### src/rtl/byte_we_pkg.sv
package byte_we_pkg;

    localparam int WIDE_BYTES   = 4;
    localparam int NARROW_BYTES = 2;
    localparam int WIDE_OFS_W   = $clog2(WIDE_BYTES);
    localparam int NARROW_OFS_W = $clog2(NARROW_BYTES);
    localparam int LEN_W        = $clog2(WIDE_BYTES) + 1;
    localparam int REUSE_LO_PIN = 2;
    localparam int REUSE_HI_PIN = 3;

    typedef enum logic [1:0] {
        SZ_LONG   = 2'b00,
        SZ_BYTE   = 2'b01,
        SZ_WORD   = 2'b10,
        SZ_TRIPLE = 2'b11
    } xfer_size_e;

    typedef struct packed {
        logic                  write_on;
        logic [WIDE_OFS_W-1:0] offset;
        logic [LEN_W-1:0]      length;
    } lane_req_t;

    function automatic logic [LEN_W-1:0] size_to_len(input xfer_size_e sz);
        logic [LEN_W-1:0] n;
        case (sz)
            SZ_BYTE:   n = LEN_W'(1);
            SZ_WORD:   n = LEN_W'(2);
            SZ_TRIPLE: n = LEN_W'(3);
            default:   n = LEN_W'(4);
        endcase
        return n;
    endfunction

endpackage

### src/rtl/byte_we_req.sv
module byte_we_req
    import byte_we_pkg::*;
(
    input  logic                  rw,
    input  logic                  as_n,
    input  logic [WIDE_OFS_W-1:0] addr_lo,
    input  logic [1:0]            siz,
    output lane_req_t             req
);
    always_comb begin
        req.write_on = ~rw & ~as_n;
        req.offset   = addr_lo;
        req.length   = size_to_len(xfer_size_e'(siz));
    end
endmodule

### src/rtl/byte_we_span.sv
module byte_we_span
    import byte_we_pkg::*;
#(
    parameter int PORT_BYTES = 4,
    localparam int OFS_W     = (PORT_BYTES > 1) ? $clog2(PORT_BYTES) : 1,
    localparam int SUM_W     = LEN_W + 1
) (
    input  logic                 active,
    input  logic [OFS_W-1:0]     offset,
    input  logic [LEN_W-1:0]     length,
    output logic [PORT_BYTES-1:0] lane_en
);
    logic [SUM_W-1:0] span_end;

    always_comb span_end = SUM_W'(offset) + SUM_W'(length);

    for (genvar n = 0; n < PORT_BYTES; n++) begin : g_lane
        localparam logic [SUM_W-1:0] LANE_IDX = SUM_W'(n);
        always_comb begin
            lane_en[n] = active
                       && (SUM_W'(offset) <= LANE_IDX)
                       && (span_end > LANE_IDX);
        end
    end
endmodule

### src/rtl/byte_we_pinmux.sv
module byte_we_pinmux
    import byte_we_pkg::*;
(
    input  logic                    port32,
    input  logic                    pin_reuse,
    input  logic [WIDE_BYTES-1:0]   wide_en,
    input  logic [NARROW_BYTES-1:0] narrow_en,
    input  logic [1:0]              addr_hi,
    output logic [WIDE_BYTES-1:0]   we_n
);
    always_comb begin
        we_n = '1;
        if (port32) begin
            we_n = ~wide_en;
        end else begin
            we_n[NARROW_BYTES-1:0] = ~narrow_en;
            if (pin_reuse) begin
                we_n[REUSE_LO_PIN] = addr_hi[1];
                we_n[REUSE_HI_PIN] = addr_hi[0];
            end
        end
    end
endmodule

### src/rtl/byte_we_gen.sv
module byte_we_gen
    import byte_we_pkg::*;
(
    input  logic                  rw,
    input  logic                  as_n,
    input  logic [WIDE_OFS_W-1:0] addr_lo,
    input  logic [1:0]            siz,
    input  logic                  port32,
    input  logic                  pin_reuse,
    input  logic [1:0]            addr_hi,
    output logic [WIDE_BYTES-1:0] we_n
);
    lane_req_t                 req;
    logic [WIDE_BYTES-1:0]     wide_en;
    logic [NARROW_BYTES-1:0]   narrow_en;

    byte_we_req u_req (
        .rw      (rw),
        .as_n    (as_n),
        .addr_lo (addr_lo),
        .siz     (siz),
        .req     (req)
    );

    byte_we_span #(.PORT_BYTES(WIDE_BYTES)) u_span_wide (
        .active  (req.write_on),
        .offset  (req.offset),
        .length  (req.length),
        .lane_en (wide_en)
    );

    byte_we_span #(.PORT_BYTES(NARROW_BYTES)) u_span_narrow (
        .active  (req.write_on),
        .offset  (req.offset[NARROW_OFS_W-1:0]),
        .length  (req.length),
        .lane_en (narrow_en)
    );

    byte_we_pinmux u_mux (
        .port32    (port32),
        .pin_reuse (pin_reuse),
        .wide_en   (wide_en),
        .narrow_en (narrow_en),
        .addr_hi   (addr_hi),
        .we_n      (we_n)
    );
endmodule

### config.mk
export PLATFORM = sky130hd
export DESIGN_NAME = byte_we_gen
export DESIGN_NICKNAME = d
export VERILOG_FILES = /design/src/rtl/byte_we_pkg.sv /design/src/rtl/byte_we_req.sv /design/src/rtl/byte_we_span.sv /design/src/rtl/byte_we_pinmux.sv /design/src/rtl/byte_we_gen.sv
export SDC_FILE = /design/constraint.sdc
export NUM_CORES = 1
export LEC_CHECK = 0
export CAP_MARGIN = 20
export CORE_AREA = 2 2 39 41
export DETAILED_ROUTE_END_ITERATION = 8
export DIE_AREA = 0 0 41 43
export MAX_ROUTING_LAYER = met4
export PLACE_DENSITY = 0.48
export SLEW_MARGIN = 0
export SYNTH_ARGS = -nofsm -noshare
export SYNTH_HDL_FRONTEND = slang
export SYNTH_SLANG_ARGS = --single-unit
### constraint.sdc
create_clock -name vclk -period 3.5
set_input_delay 0.35 -clock vclk [all_inputs]
set_output_delay 0.35 -clock vclk [all_outputs]
set_load 0.03 [all_outputs]
==> flow_metrics.py, run 1 <==
metrics = {
    "die": {
        "die-area_um2": 1760,
        "start_util_pct": 15.2,
        "core_um2": 1380,
        "die_x_um": 41,
        "ioPinCount": 14,
        "rows": 14,
        "die_h_um": 43,
    },
    "synth": {
        "synth.area.mux_share_pct": 4.76,
        "synth.cells.most_frequent": "3 x inv_1, 3 x nor2_1, 2 x a211oi_1, 2 x ha_1",
        "yosysTopAreaCell": "ha_1",
        "post_synth_and_or_nand_nor_area_fraction_pct": 25.0,
        "synth.avg_cell_area_um2": 7.51,
        "syn_nets": 41,
        "yosys.area_share.adder_pct": 21.4,
        "syn_area_um2": 210,
        "synth_top_family_by_area": "compound AO/OA/AOI/OAI gates",
        "netlist_instances": 28,
        "yosys_warnings": 0,
        "yosys.cell_types.count": 22,
        "synth_area_leaders": "ha_1 12%, fa_1 9.5%, a211oi_1 7.1%",
        "yosysTopAreaCellShare_pct": 11.9,
        "yosysSeqAreaShare_pct": 0,
        "synth-compound-area-share_pct": 36.9,
        "synth-xor-area-share_pct": 0,
    },
    "layout": {
        "fin_nets": 56,
        "areaGrowthSynthToFinish_pct": 75.6,
        "n_fill_cell": 159,
        "final_layout_size_suffix_gt1_share_pct": 2.44,
        "fin_cells": 57,
        "diodes": 0,
        "seq_cells": 0,
        "num-clock-buffers": 0,
        "regArea_um2": 0,
        "final_core_util_pct": 26.7,
    },
    "detailed_routing": {
        "routed_via_density": 4.58,
        "drc": 0,
        "drt-wirelength-per-cell_um": 10.2,
        "finalWirelength_um": 583,
        "vias": 261,
        "drtAntennaViolNets": 0,
        "first_pass_iters": 3,
        "dr.first_iter.drc_count": 4,
    },
    "sta": {
        "fin_hold_ws_ns": 1.46,
        "tightest_slew_ns": 0.380,
        "finalSetupTns_ns": 0,
        "clock.fmax_ghz": 0.305,
        "slew_violations": 0,
        "final.min_clock_period_ns": 3.28,
        "timing.final.crit_share_pct": 93.7,
        "hold_viol_final": 0,
        "rsz0062_at_grt": "false",
        "relSlewSlack_pct": 74.4,
        "setup_viol": 0,
    },
    "place": {
        "gp_congestion": 0.737,
        "dp_hpwl_um": 492,
        "port_buffers": 14,
        "dpl.cell_count": 57,
    },
    "setup_path": {
        "end_kind": "output pin",
        "cp_cell_sequence": "clkdlybuf4s50_1, ha_1, inv_1, fa_1, a211oi_1, mux2i_1, o21ai_0, clkdlybuf4s50_1",
        "cpMostUsedCell": "clkdlybuf4s50_1",
        "crit_type": "in -> out",
        "cp.required_ns": 3.15,
        "crit_arrival_ns": 2.93,
        "cp-endpoint": "we_n[0]",
        "critPathBufInv": 3,
        "cp_slowest_cell": "clkdlybuf4s50_1",
        "cpLargestDelayFamily": "buffers and inverters",
        "path_max_fanout": 5,
        "critPathMaxStageDelay_ns": 0.69,
        "critPathLaunch": "siz[0]",
        "cp.depth": 8,
        "critPathLaunchType": "primary input",
    },
    "power_and_ir_drop": {
        "p_leak_nw": 0.134,
        "ir_drop_v": 0.0000361,
        "power.density_nw_per_um2": 128,
    },
    "global_route": {
        "grt_pass1_wl_um": 883,
        "gr-total-overflow": 0,
        "grt_usage_pct": 6.77,
        "grt_max_degree": 10,
        "antenna_found_initial": 0,
        "grt_pass1_vias": 217,
    },
    "run": {
        "drv_cap": 0,
    },
    "hold_path": {
        "worstHoldPathType": "in -> out",
    },
    "clocking": {
        "cts_setup_buffers": 0,
    },
    "status": {
        "status": "completed",
    },
}
==> metal layers <==
metal	vias to the layer above	track usage (%)	part of all wire, %
met1	113	10.2	47
met3	0	1.05	13
met4	0	0	0
met2	10	10.0	40
met5	-	-	0
li1	138	-	-
==> cell usage in the layout, fill, tap and decap left out <==
| master | n |
|---|---|
| a2111oi_0 | 1 |
| a211oi_1 | 2 |
| a22o_1 | 1 |
| a31oi_1 | 1 |
| a32oi_1 | 1 |
| a41oi_1 | 1 |
| buf_4 | 1 |
| clkdlybuf4s50_1 | 12 |
| dlymetal6s2s_1 | 2 |
| fa_1 | 1 |
| ha_1 | 2 |
| inv_1 | 3 |
| mux2i_1 | 1 |
| nand2b_1 | 1 |
| nand3b_1 | 1 |
| nor2_1 | 3 |
| nor3_1 | 1 |
| nor3b_1 | 1 |
| nor4_1 | 1 |
| o21ai_0 | 1 |
| o21bai_1 | 1 |
| o311ai_0 | 1 |
| or3b_1 | 1 |
==> cells by family after synthesis <==
logic type,count (synthesis)
fa+ha+maj,3
simple gates,9
buf+inv,5
compound gates,10
mux,1
==> through the flow <==
step | setup WS (ns) | power [mW] | area [um2]
after floorplan | 0.925 | 0.0245 | 210
after detailed placement | 0.184 | 0.0477 | 364
final | 0.219 | 0.0473 | 369
after global routing | 0.0156 | 0.0523 | 369
after global placement | 0.175 | 0.0483 | 364
after CTS | 0.172 | 0.0481 | 364
==> worst min path at each step <==
stage                from      end  slack [ns]  cells past startpoint
5_1_grt        addr_hi[1]  we_n[2]        1.50                      4
6_report        pin_reuse  we_n[2]        1.46                      3
2_1_floorplan   pin_reuse  we_n[2]        0.87                      1
3_5_place_dp    pin_reuse  we_n[2]        1.81                      3
4_1_cts         pin_reuse  we_n[2]        1.82                      3
3_3_place_gp    pin_reuse  we_n[2]        1.82                      3
==> power by group <==
group,total (mW),internal [mW],switching [mW]
combinational,0.0473,0.0248,0.0225
sequential,0,0,0
clock,0,0,0
==> repair_timing <==
item	in CTS	in global routing
gates resized for setup	0	2
endpoints found under the hold margin	0	0
hold buffers	0	0
setup endpoints to repair	0	2
==> layout make-up <==
class | instances | area (um2) | share of cell area [%]
Timing Repair Buffer | 15 | 153 | 41.4
Inverter | 3 | 11.3 | 3.05
Multi-Input combinational cell | 23 | 185 | 50.2
Tap cell | 16 | 20.0 | 5.42
Power figures use the tool's default switching activity.
==> run 2, diff against run 1 <==
RECOVER_POWER = 25   (was not set)
==> run 2 against run 1 <==
First-iteration DRC count did not move. Final area shrank 2.4%. Sequential share of layout area is the same. Power shrank 1.9%. Via count is the same. Clock-buffer cell count unchanged. Cell count is the same. Maximum frequency about the same. Critical path type unchanged. Critical endpoint unchanged. Largest power group unchanged.
==> flow_metrics.py, run 2 (synthesized netlist as in run 1, its figures left out) <==
metrics = {
    "status": {
        "status": "completed",
    },
    "sta": {
        "timing.final.crit_share_pct": 93.8,
        "clock.fmax_ghz": 0.305,
        "rsz0062_at_grt": "false",
        "hold_viol_final": 0,
        "slew_violations": 0,
        "finalSetupTns_ns": 0,
        "setup_viol": 0,
        "setup_slack_ns": 0.219,
        "relSlewSlack_pct": 74.4,
        "tightest_slew_ns": 0.380,
        "final.min_clock_period_ns": 3.28,
    },
    "detailed_routing": {
        "first_pass_iters": 3,
        "drt-wirelength-per-cell_um": 10.2,
        "vias": 261,
        "drtAntennaViolNets": 0,
        "finalWirelength_um": 581,
        "drc": 0,
        "routed_via_density": 4.58,
        "dr.first_iter.drc_count": 4,
    },
    "global_route": {
        "grtUsageMet2_pct": 10.0,
        "antenna_found_initial": 0,
        "grt_pass1_vias": 217,
        "grt_util_met1_pct": 10.2,
        "grt_max_degree": 10,
        "gr-total-overflow": 0,
        "grt_usage_pct": 6.77,
        "use_met3_pct": 1.05,
        "top_usage_layer": "met1",
        "grt_pass1_wl_um": 883,
    },
    "place": {
        "port_buffers": 14,
        "preCtsSetupSlack_ns": 0.184,
        "dpl.cell_count": 57,
        "gp_congestion": 0.737,
        "dp_hpwl_um": 492,
    },
    "die": {
        "die_x_um": 41,
        "core_um2": 1380,
        "die-area_um2": 1760,
        "start_util_pct": 15.2,
        "rows": 14,
        "die_h_um": 43,
        "ioPinCount": 14,
    },
    "power_and_ir_drop": {
        "clockPowerShare_pct": 0,
        "combPwrFrac_pct": 100.0,
        "pwr-share-seq_pct": 0,
        "p_sw_mw": 0.0225,
        "power.internal_mw": 0.0239,
        "p_leak_nw": 0.128,
        "ir_drop_v": 0.0000360,
        "power.density_nw_per_um2": 129,
        "switching_share_pct": 48.5,
    },
    "layout": {
        "num-clock-buffers": 0,
        "final_layout_size_suffix_gt1_share_pct": 2.44,
        "fin_nets": 56,
        "areaGrowthSynthToFinish_pct": 71.4,
        "fin_cells": 57,
        "diodes": 0,
        "seq_cells": 0,
        "final_common_cell": "clkdlybuf4s50_1",
        "mostFrequentLayoutCells": "12 x clkdlybuf4s50_1, 3 x inv_1, 3 x nor2_1",
        "regArea_um2": 0,
    },
    "hold_path": {
        "worstHoldPathType": "in -> out",
        "min_to": "we_n[2]",
        "worstHoldStart": "pin_reuse",
        "holdPathStages": 3,
    },
    "run": {
        "drv_cap": 0,
    },
    "setup_path": {
        "cp_slowest_cell": "clkdlybuf4s50_1",
        "crit_type": "in -> out",
        "path_max_fanout": 5,
        "critPathMaxStageDelay_ns": 0.69,
        "cpMostUsedCell": "clkdlybuf4s50_1",
        "critPathLaunchType": "primary input",
        "end_kind": "output pin",
        "cp_cell_sequence": "clkdlybuf4s50_1, ha_1, inv_1, fa_1, a211oi_1, mux2i_1, o21ai_0, clkdlybuf4s50_1",
        "cp.required_ns": 3.15,
        "crit_arrival_ns": 2.93,
    },
    "clocking": {
        "cts_setup_buffers": 0,
    },
}
-- run 2: cell types whose count changed in the layout (fill, tap and decap cells not counted) --
cell / previous run / this run
clkbuf_1: 0 / 1
dlymetal6s2s_1: 2 / 1
-- run 2: layout make-up --
class,instances,area [um2]
fill,160,1020
inverter,3,11.3
multi-input combinational,23,185
tap,16,20.0
timing repair buffer,15,144
-- run 2: how the worst max path moves through the flow --
stage,startpoint,to,depth (start not counted)
after floorplan,siz[0],we_n[0],7
after global placement,siz[0],we_n[1],8
after detailed placement,siz[0],we_n[1],8
after CTS,siz[0],we_n[1],8
after global routing,siz[0],we_n[0],8
final,siz[0],we_n[0],8
-- run 2: power by group through the flow --
stage / sequential (mW) / clock (mW) / combinational [mW]
2_1_floorplan: 0 / 0 / 0.0245
6_report: 0 / 0 / 0.0464
3_5_place_dp: 0 / 0 / 0.0477
4_1_cts: 0 / 0 / 0.0481
5_1_grt: 0 / 0 / 0.0514
3_3_place_gp: 0 / 0 / 0.0483
-- run 2: critical path, delay by kind of cell --
kind                     cells  cell delay, ns
buffers and inverters        3            1.28
adder cells (fa/ha/maj)      2            0.61
AO/OA/AOI/OAI                2            0.50
multiplexers                 1            0.19
-- run 2: layer usage --
layer,up-vias,part of all wire [%]
met3,0,13
li1,138,-
met2,10,40
met4,0,0
met1,113,47
met5,-,0
-- run 2: repair_timing --
action | CTS | global route
hold buffers | 0 | 0
resized for setup | 0 | 2
endpoints found under the setup margin | 0 | 2
endpoints found under the hold margin | 0 | 0
-- run 2: through the flow --
step | hold WS, ns | cell area [um2] | power (mW) | utilization (%)
2_1_floorplan | 0.866 | 210 | 0.0245 | -
3_3_place_gp | 1.82 | 364 | 0.0483 | 26.3
3_5_place_dp | 1.81 | 364 | 0.0477 | 26.3
4_1_cts | 1.82 | 364 | 0.0481 | 26.3
5_1_grt | 1.50 | 360 | 0.0514 | 26.0
6_report | 1.46 | 360 | 0.0464 | 26.0
